File: config.mk
export PLATFORM = sky130hd
export DESIGN_NAME = nor_flash_ctrl
export DESIGN_NICKNAME = d
export VERILOG_FILES = /design/src/rtl/nor_pkg.sv /design/src/rtl/nor_op_timer.sv /design/src/rtl/nor_store.sv /design/src/rtl/nor_seq_ctrl.sv /design/src/rtl/nor_flash_ctrl.sv
export SDC_FILE = /design/constraint.sdc
export NUM_CORES = 2
export LEC_CHECK = 0
export BUFFER_PORTS_ARGS = -buffer_cell sky130_fd_sc_hd__buf_2
export CAP_MARGIN = 20
export CORE_ASPECT_RATIO = 1.1
export CORE_MARGIN = 8
export CORE_UTILIZATION = 44
export CTS_BUF_LIST = sky130_fd_sc_hd__clkbuf_16
export DETAILED_ROUTE_END_ITERATION = 12
export PLACE_DENSITY_LB_ADDON = 0.05
export SYNTH_ARGS = -nofsm -noshare
export SYNTH_HDL_FRONTEND = slang
export SYNTH_HIERARCHICAL = 1
export SYNTH_SLANG_ARGS = --single-unit
File: constraint.sdc
create_clock -name clk -period 2.8 [get_ports clk]
set_clock_uncertainty 0.1 [all_clocks]
set_input_delay 0.42 -clock clk [delete_from_list [all_inputs] [get_ports clk]]
set_output_delay 0.42 -clock clk [all_outputs]
set_load 0.005 [all_outputs]
File: src/rtl/nor_pkg.sv
package nor_pkg;

   typedef enum logic [3:0] {
      ST_READ,
      ST_UL1,
      ST_UL2,
      ST_PGM,
      ST_ER1,
      ST_ER2,
      ST_ER3,
      ST_BYP_PGM,
      ST_PBUSY,
      ST_EBUSY
   } seq_t;

   localparam logic [10:0] UL_ADDR1     = 11'h555;
   localparam logic [10:0] UL_ADDR2     = 11'h2AA;
   localparam logic [7:0]  UL_DATA1     = 8'hAA;
   localparam logic [7:0]  UL_DATA2     = 8'h55;
   localparam logic [7:0]  CMD_PGM      = 8'hA0;
   localparam logic [7:0]  CMD_ERS_SET  = 8'h80;
   localparam logic [7:0]  CMD_ERS_SECT = 8'h30;
   localparam logic [7:0]  CMD_BYPASS   = 8'h20;
   localparam logic [7:0]  CMD_SUSPEND  = 8'hB0;
   localparam logic [7:0]  CMD_RESUME   = 8'h30;

endpackage

File: src/rtl/nor_op_timer.sv
module nor_op_timer #(
   parameter int CYCLES = 8
) (
   input  logic clk,
   input  logic rst_n,
   input  logic load,
   input  logic run,
   output logic done
);
   localparam int CNT_W = $clog2(CYCLES + 1);
   localparam logic [CNT_W-1:0] LOAD_VAL = CNT_W'(CYCLES - 1);

   logic [CNT_W-1:0] cnt_q;

   always_ff @(posedge clk or negedge rst_n) begin
      if (!rst_n)
         cnt_q <= '0;
      else if (load)
         cnt_q <= LOAD_VAL;
      else if (run && cnt_q != '0)
         cnt_q <= cnt_q - 1'b1;
   end

   assign done = run && (cnt_q == '0);
endmodule

File: src/rtl/nor_store.sv
module nor_store #(
   parameter int ARR_AW = 6,
   parameter int DATA_W = 16,
   parameter int SECT_W = 2
) (
   input  logic              clk,
   input  logic              pgm_we,
   input  logic [ARR_AW-1:0] pgm_addr,
   input  logic [DATA_W-1:0] pgm_data,
   input  logic              ers_we,
   input  logic [SECT_W-1:0] ers_sect,
   input  logic [ARR_AW-1:0] rd_addr,
   output logic [DATA_W-1:0] rd_data
);
   localparam int DEPTH = 1 << ARR_AW;

   logic [DATA_W-1:0] words [DEPTH];

   for (genvar w = 0; w < DEPTH; w++) begin : g_word
      localparam logic [ARR_AW-1:0] WADDR = ARR_AW'(w);
      localparam logic [SECT_W-1:0] WSECT = WADDR[ARR_AW-1 -: SECT_W];
      logic [DATA_W-1:0] word_q;

      always_ff @(posedge clk) begin
         if (ers_we && ers_sect == WSECT)
            word_q <= '1;
         else if (pgm_we && pgm_addr == WADDR)
            word_q <= word_q & pgm_data;
      end

      assign words[w] = word_q;
   end

   assign rd_data = words[rd_addr];
endmodule

File: src/rtl/nor_seq_ctrl.sv
module nor_seq_ctrl
   import nor_pkg::*;
#(
   parameter int ADDR_W = 11,
   parameter int DATA_W = 16,
   parameter int ARR_AW = 6,
   parameter int SECT_W = 2,
   parameter logic [(1<<SECT_W)-1:0] PROT_MASK = '0
) (
   input  logic              clk,
   input  logic              rst_n,
   input  logic              wr_ev,
   input  logic [ADDR_W-1:0] wr_addr,
   input  logic [DATA_W-1:0] wr_data,
   input  logic              pgm_done,
   input  logic              ers_done,
   output seq_t              state,
   output logic              susp,
   output logic              pgm_go,
   output logic              ers_go,
   output logic [ARR_AW-1:0] pgm_addr,
   output logic [DATA_W-1:0] pgm_data,
   output logic [SECT_W-1:0] ers_sect
);
   seq_t        nxt;
   logic        byp_q, nbyp, nsusp;
   logic [7:0]  code;
   logic        at_a1, at_a2, locked, in_ers;
   logic [SECT_W-1:0] wr_sect;

   assign code    = wr_data[7:0];
   assign at_a1   = wr_addr[10:0] == UL_ADDR1;
   assign at_a2   = wr_addr[10:0] == UL_ADDR2;
   assign wr_sect = wr_addr[ARR_AW-1 -: SECT_W];
   assign locked  = PROT_MASK[wr_sect];
   assign in_ers  = susp && (wr_sect == ers_sect);

   always_comb begin
      nxt    = state;
      nbyp   = byp_q;
      nsusp  = susp;
      pgm_go = 1'b0;
      ers_go = 1'b0;
      if (pgm_done) begin
         nxt = ST_READ;
      end else if (ers_done) begin
         nxt   = ST_READ;
         nsusp = 1'b0;
      end else if (wr_ev) begin
         case (state)
            ST_READ: begin
               if (byp_q) begin
                  if (code == CMD_PGM) nxt = ST_BYP_PGM;
                  else                 nbyp = 1'b0;
               end else if (susp && code == CMD_RESUME) begin
                  nxt   = ST_EBUSY;
                  nsusp = 1'b0;
               end else if (at_a1 && code == UL_DATA1) begin
                  nxt = ST_UL1;
               end
            end
            ST_UL1: nxt = (at_a2 && code == UL_DATA2) ? ST_UL2 : ST_READ;
            ST_UL2: begin
               nxt = ST_READ;
               if (at_a1) begin
                  if (code == CMD_PGM)
                     nxt = ST_PGM;
                  else if (code == CMD_BYPASS && !susp)
                     nbyp = 1'b1;
                  else if (code == CMD_ERS_SET && !susp)
                     nxt = ST_ER1;
               end
            end
            ST_PGM, ST_BYP_PGM: begin
               nxt = ST_READ;
               if (!locked && !in_ers) begin
                  nxt    = ST_PBUSY;
                  pgm_go = 1'b1;
               end
            end
            ST_ER1: nxt = (at_a1 && code == UL_DATA1) ? ST_ER2 : ST_READ;
            ST_ER2: nxt = (at_a2 && code == UL_DATA2) ? ST_ER3 : ST_READ;
            ST_ER3: begin
               nxt = ST_READ;
               if (code == CMD_ERS_SECT && !locked) begin
                  nxt    = ST_EBUSY;
                  ers_go = 1'b1;
               end
            end
            ST_EBUSY: begin
               if (code == CMD_SUSPEND) begin
                  nxt   = ST_READ;
                  nsusp = 1'b1;
               end
            end
            default: nxt = state;
         endcase
      end
   end

   always_ff @(posedge clk or negedge rst_n) begin
      if (!rst_n) begin
         state    <= ST_READ;
         byp_q    <= 1'b0;
         susp     <= 1'b0;
         pgm_addr <= '0;
         pgm_data <= '0;
         ers_sect <= '0;
      end else begin
         state <= nxt;
         byp_q <= nbyp;
         susp  <= nsusp;
         if (pgm_go) begin
            pgm_addr <= wr_addr[ARR_AW-1:0];
            pgm_data <= wr_data;
         end
         if (ers_go)
            ers_sect <= wr_sect;
      end
   end
endmodule

File: src/rtl/nor_flash_ctrl.sv
module nor_flash_ctrl
   import nor_pkg::*;
#(
   parameter int ADDR_W    = 11,
   parameter int DATA_W    = 16,
   parameter int ARR_AW    = 6,
   parameter int SECT_W    = 2,
   parameter int PROG_CYC  = 8,
   parameter int ERASE_CYC = 40,
   parameter logic [(1<<SECT_W)-1:0] PROT_MASK = 4'b1000
) (
   input  logic              clk,
   input  logic              rst_n,
   input  logic              ce_n,
   input  logic              we_n,
   input  logic              oe_n,
   input  logic [ADDR_W-1:0] addr,
   input  logic [DATA_W-1:0] wdata,
   output logic [DATA_W-1:0] rdata,
   output logic              ry_by_n
);
   if (ADDR_W < 11) begin : g_bad_aw
      $error("ADDR_W must cover the unlock addresses");
   end
   if (DATA_W < 8) begin : g_bad_dw
      $error("DATA_W must hold a command byte");
   end
   if (SECT_W < 1 || SECT_W > ARR_AW) begin : g_bad_sw
      $error("SECT_W must lie in 1..ARR_AW");
   end
   if (ARR_AW > ADDR_W || ARR_AW > 10) begin : g_bad_arr
      $error("ARR_AW too large");
   end
   if (PROG_CYC < 2 || ERASE_CYC < 2) begin : g_bad_cyc
      $error("operation lengths must be at least 2");
   end

   seq_t              state;
   logic              susp, pgm_go, ers_go, pgm_done, ers_done;
   logic              we_q, oe_q, wr_ev, rd_ev;
   logic              p_busy, e_busy, busy, tog_q;
   logic [ARR_AW-1:0] pgm_addr;
   logic [DATA_W-1:0] pgm_data, arr_rd, status;
   logic [SECT_W-1:0] ers_sect, rd_sect;

   always_ff @(posedge clk or negedge rst_n) begin
      if (!rst_n) begin
         we_q <= 1'b1;
         oe_q <= 1'b1;
      end else begin
         we_q <= we_n;
         oe_q <= oe_n;
      end
   end

   assign wr_ev  = !ce_n && !we_n && we_q && oe_n;
   assign rd_ev  = !ce_n && !oe_n && oe_q;
   assign p_busy = state == ST_PBUSY;
   assign e_busy = state == ST_EBUSY;
   assign busy   = p_busy || e_busy;

   nor_seq_ctrl #(
      .ADDR_W(ADDR_W), .DATA_W(DATA_W), .ARR_AW(ARR_AW),
      .SECT_W(SECT_W), .PROT_MASK(PROT_MASK)
   ) u_seq (
      .clk(clk), .rst_n(rst_n), .wr_ev(wr_ev), .wr_addr(addr),
      .wr_data(wdata), .pgm_done(pgm_done), .ers_done(ers_done),
      .state(state), .susp(susp), .pgm_go(pgm_go), .ers_go(ers_go),
      .pgm_addr(pgm_addr), .pgm_data(pgm_data), .ers_sect(ers_sect)
   );

   nor_op_timer #(.CYCLES(PROG_CYC)) u_pgm_tmr (
      .clk(clk), .rst_n(rst_n), .load(pgm_go), .run(p_busy), .done(pgm_done)
   );

   nor_op_timer #(.CYCLES(ERASE_CYC)) u_ers_tmr (
      .clk(clk), .rst_n(rst_n), .load(ers_go), .run(e_busy), .done(ers_done)
   );

   nor_store #(.ARR_AW(ARR_AW), .DATA_W(DATA_W), .SECT_W(SECT_W)) u_store (
      .clk(clk), .pgm_we(pgm_done), .pgm_addr(pgm_addr), .pgm_data(pgm_data),
      .ers_we(ers_done), .ers_sect(ers_sect), .rd_addr(addr[ARR_AW-1:0]),
      .rd_data(arr_rd)
   );

   always_ff @(posedge clk or negedge rst_n) begin
      if (!rst_n)
         tog_q <= 1'b0;
      else if (rd_ev && busy)
         tog_q <= ~tog_q;
   end

   assign rd_sect = addr[ARR_AW-1 -: SECT_W];

   always_comb begin
      status    = '0;
      status[7] = p_busy ? ~pgm_data[7] : 1'b0;
      status[6] = tog_q;
   end

   always_comb begin
      if (ce_n || oe_n)
         rdata = '0;
      else if (busy || (susp && rd_sect == ers_sect))
         rdata = status;
      else
         rdata = arr_rd;
   end

   assign ry_by_n = !busy;
endmodule

==> impl_results.md <==
- Status: finished, violations left
- Failing checks: setup timing
- WL final: 130 mm
- Post-synthesis instance total: 4351
- Register area share after synthesis: 51.8%
- Post-DP HPWL: 82.3 mm
- Top_reg_cell synth: dfxtp_1
- Post-Syn Nets: 4386
- Largest buffer count on any clock path: 3
- Core area: 94000 sq um
- LEAKAGE: 24.7 nW
- Final Setup Violations: 16
- Antenna violations before repair: 5
- Final slew viol count: 0
- Clk slew on worst S/H paths: 0.06 ns
- Die Width: 309 um
- Met1 Wirelength: 58.1 mm
- Pwr/cell area: 615 nW/um^2
- Starting Density: 44.3%
- Die area: 105000 sq um
- Nets@finish: 4523
- Synth area leader: dfxtp_1
- Routed wl met2: 62.5 mm
- Max IR drop VDD: 0.000574 V
- Clock sinks: 1067
- Num CTS Buffers: 111
- CP max stage cell: mux4_2
- Drt wl/cell: 22.3 um
- Crit path max fanout: 2
- Worst setup margin: -0.275 ns
- Synth unique cells: 78
- Area grow syn2layout: 22.0%
- Critical-path cell list: mux4_2 -> a22oi_2 -> nand2_2 -> o21ai_2 -> buf_6 -> a211oi_4 -> and2_4 -> buf_6
- Via count: 32700
- Async set-reset flop share out of synthesis: 4.03%
- Number of global-route vias before repair: 31900
- Global route overflow: 0
- CTS tree: yes
- Fin crit period: 3.08 ns
- Worst slew pin tran: 0.902 ns
- Layout cell share with drive strength beyond 1: 23.2%
- H-tree Lvls: 3
- Fillers: 8478
- Worst Hold Class: in2reg
- GRT Util Overall: 24.2%
- Root Driver: clkbuf_16
- RSZ-0062 raised after global routing: true
- IO Port Bufs: 48
- Startpoint types: flop
- Routed met3 length: 5.92 mm
- Achievable frequency: 0.325 GHz
- WS Path Type: reg2out
- Skew-Pair Late Insertion Delay: 0.69 ns
- Synth top area share: 49.2%
- # DRC: 0
- Most area-consuming cells after synthesis: dfxtp_1 49%, mux4_2 13%, nand2_1 10%
- Setup crit end kind: output port
- Crit share post-route: 110%
- Worst EP required: 2.28 ns
- Synth warn: 6
- Critical path's largest stage delay: 0.48 ns
- Hold Slack: 0.212 ns
- Synth Register Bits: 1067
- Worst slack, placed: -0.925 ns
- Boundary pin count: 49
- Largest net degree at the start of global routing: 100
- Max-Cap Viols: 0
- Post-synth EDFFs: 0
- Iteration-0 DRC Markers: 2902
- Drt pass-1 iters: 5
- Utilization after layout: 54.1%
- Final GP Congestion: 0.878
- Mapped Avg Cell Area: 9.58 sq um
- Mapped cell area: 41700 sq um
- Critical path arrival: 2.56 ns
- Die height: 339 um
- Slew margin rel.: 39.9%
- Cell mode on critical path: buf_6
- Max layer used: met4
- Rows: 118
- Final ANT Viol Nets: 0
- Via density: 5.60
- First-pass GRT wire length: 198 mm
- Hold Vio Cnt, Final: 0
[cell usage in the layout, fill, tap and decap left out, drive strengths merged, types with 5 or more instances in the layout]
| cell | instances |
|---|---|
| bufinv | 14 |
| a22o | 12 |
| clkinv | 50 |
| mux2 | 26 |
| mux2i | 38 |
| nor2 | 39 |
| nor2b | 9 |
| clkbuf | 117 |
| nand2b | 10 |
| a22oi | 64 |
| nand2 | 1140 |
| a211oi | 12 |
| nand3 | 20 |
| a31oi | 13 |
| dfxtp | 1024 |
| nor3 | 27 |
| and2 | 17 |
| dfrtp | 41 |
| and3 | 5 |
| a21oi | 46 |
| nor3b | 6 |
| xnor2 | 6 |
| a221oi | 5 |
| inv | 34 |
| buf | 398 |
| mux4 | 245 |
| o21ai | 1042 |
| or3 | 6 |
| dlygate4sd3 | 20 |
| o22ai | 26 |
[through the flow]
step | power [mW] | cells | setup TNS [ns] | cell area [sq um]
6_report | 31.3 | 5844 | -3.49 | 50900
2_1_floorplan | 16.0 | 4351 | 0 | 41700
4_1_cts | 31.5 | 5833 | -4.04 | 50500
3_5_place_dp | 16.5 | 5610 | -9.23 | 45700
3_3_place_gp | 16.5 | 5610 | -9.21 | 45700
5_1_grt | 32.2 | 5842 | -4.47 | 50800
[final timing paths]
check / from / end / slack [ns] / depth (start not counted)
setup / recovery: u_store/g_word[11].word_q[13] / rdata[13] / -0.28 / 8
hold / removal: addr[5] / u_seq/ers_sect[1] / 0.21 / 3
setup reg to reg: u_pgm_tmr/cnt_q[0] / u_seq/pgm_addr[2] / 0.13 / 9
hold reg to reg: u_store/g_word[11].word_q[7] / u_store/g_word[11].word_q[7] / 0.35 / 2
max in group asynchronous: rst_n / u_seq/pgm_addr[2] / 1.59 / 3
min in group asynchronous: rst_n / u_seq/pgm_data[8] / 0.31 / 2
[cells in the mapped netlist (all sizes together), types with 26 or more instances]
cell	number
a21oi	46
a22oi	64
buf	146
clkbuf	251
dfrtp	41
dfxtp	1024
mux2	26
mux2i	38
mux4	245
nand2	1140
nor2	39
nor3	27
o21ai	1042
o22ai	26
[power by group]
group | internal, mW | switching [mW]
sequential | 15.2 | 0.000317
clock | 8.68 | 6.24
combinational | 0.531 | 0.614
total | 24.4 | 6.85
[cells by family (layout without fill, tap and decap cells)]
family	after synthesis	in the layout	synth area share [%]
AOI/OAI and AO/OA	1244	1244	15.9
xor gates and xnor gates	6	6	0.126
adders and majority gates	3	3	0.0900
buffers and inverters	408	638	4.34
DFF	1067	1067	51.8
muxes	309	309	14.9
other	0	3	0
and+or+nand+nor	1314	1314	12.9
[layer usage]
metal | vias to the layer above | GRT usage [%]
li1 | 15500 | -
met1 | 16200 | 33.2
met2 | 813 | 39.7
met3 | 188 | 2.95
met4 | 0 | 7.36
met5 | - | 0
[final cells by class]
class | instances | area, sq um | area share, %
Clock buffer | 115 | 2880 | 5.66
Sequential cell | 1067 | 21600 | 42.5
Timing Repair Buffer | 421 | 4630 | 9.10
Antenna cell | 3 | 7.51 | 0.0148
Tap cell | 1260 | 1580 | 3.10
Inverter | 11 | 45.0 | 0.0886
Clock inverter | 91 | 777 | 1.53
Multi-Input combinational cell | 2876 | 19300 | 38.0
[state kept, by name, summed over array words and instances, names as in the netlist]
signal / count
u_store/g_word.word_q: 1024
u_seq/pgm_data: 16
we_q: 1
u_seq/pgm_addr: 6
u_pgm_tmr/cnt_q: 4
u_seq/susp: 1
u_seq/ers_sect: 2
u_seq/byp_q: 1
u_seq/state: 4
tog_q: 1
oe_q: 1
u_ers_tmr/cnt_q: 6
[repair_timing]
item	CTS	global route
cloned	2	2
buffers inserted	0	6
endpoints found under the hold margin	53	0
endpoints found under the setup margin	16	19
pin swaps	72	33
gates resized for setup	194	61
hold buffers	20	0
[critical path, delay by kind of cell, from the launching register on]
kind	cells	cell delay, ns
AO/OA/AOI/OAI	3	0.51
buffers and inverters	2	0.28
flip-flops	1	0.32
AND/OR/NAND/NOR	2	0.27
multiplexers	1	0.48
(Power assumes the default switching activity.)
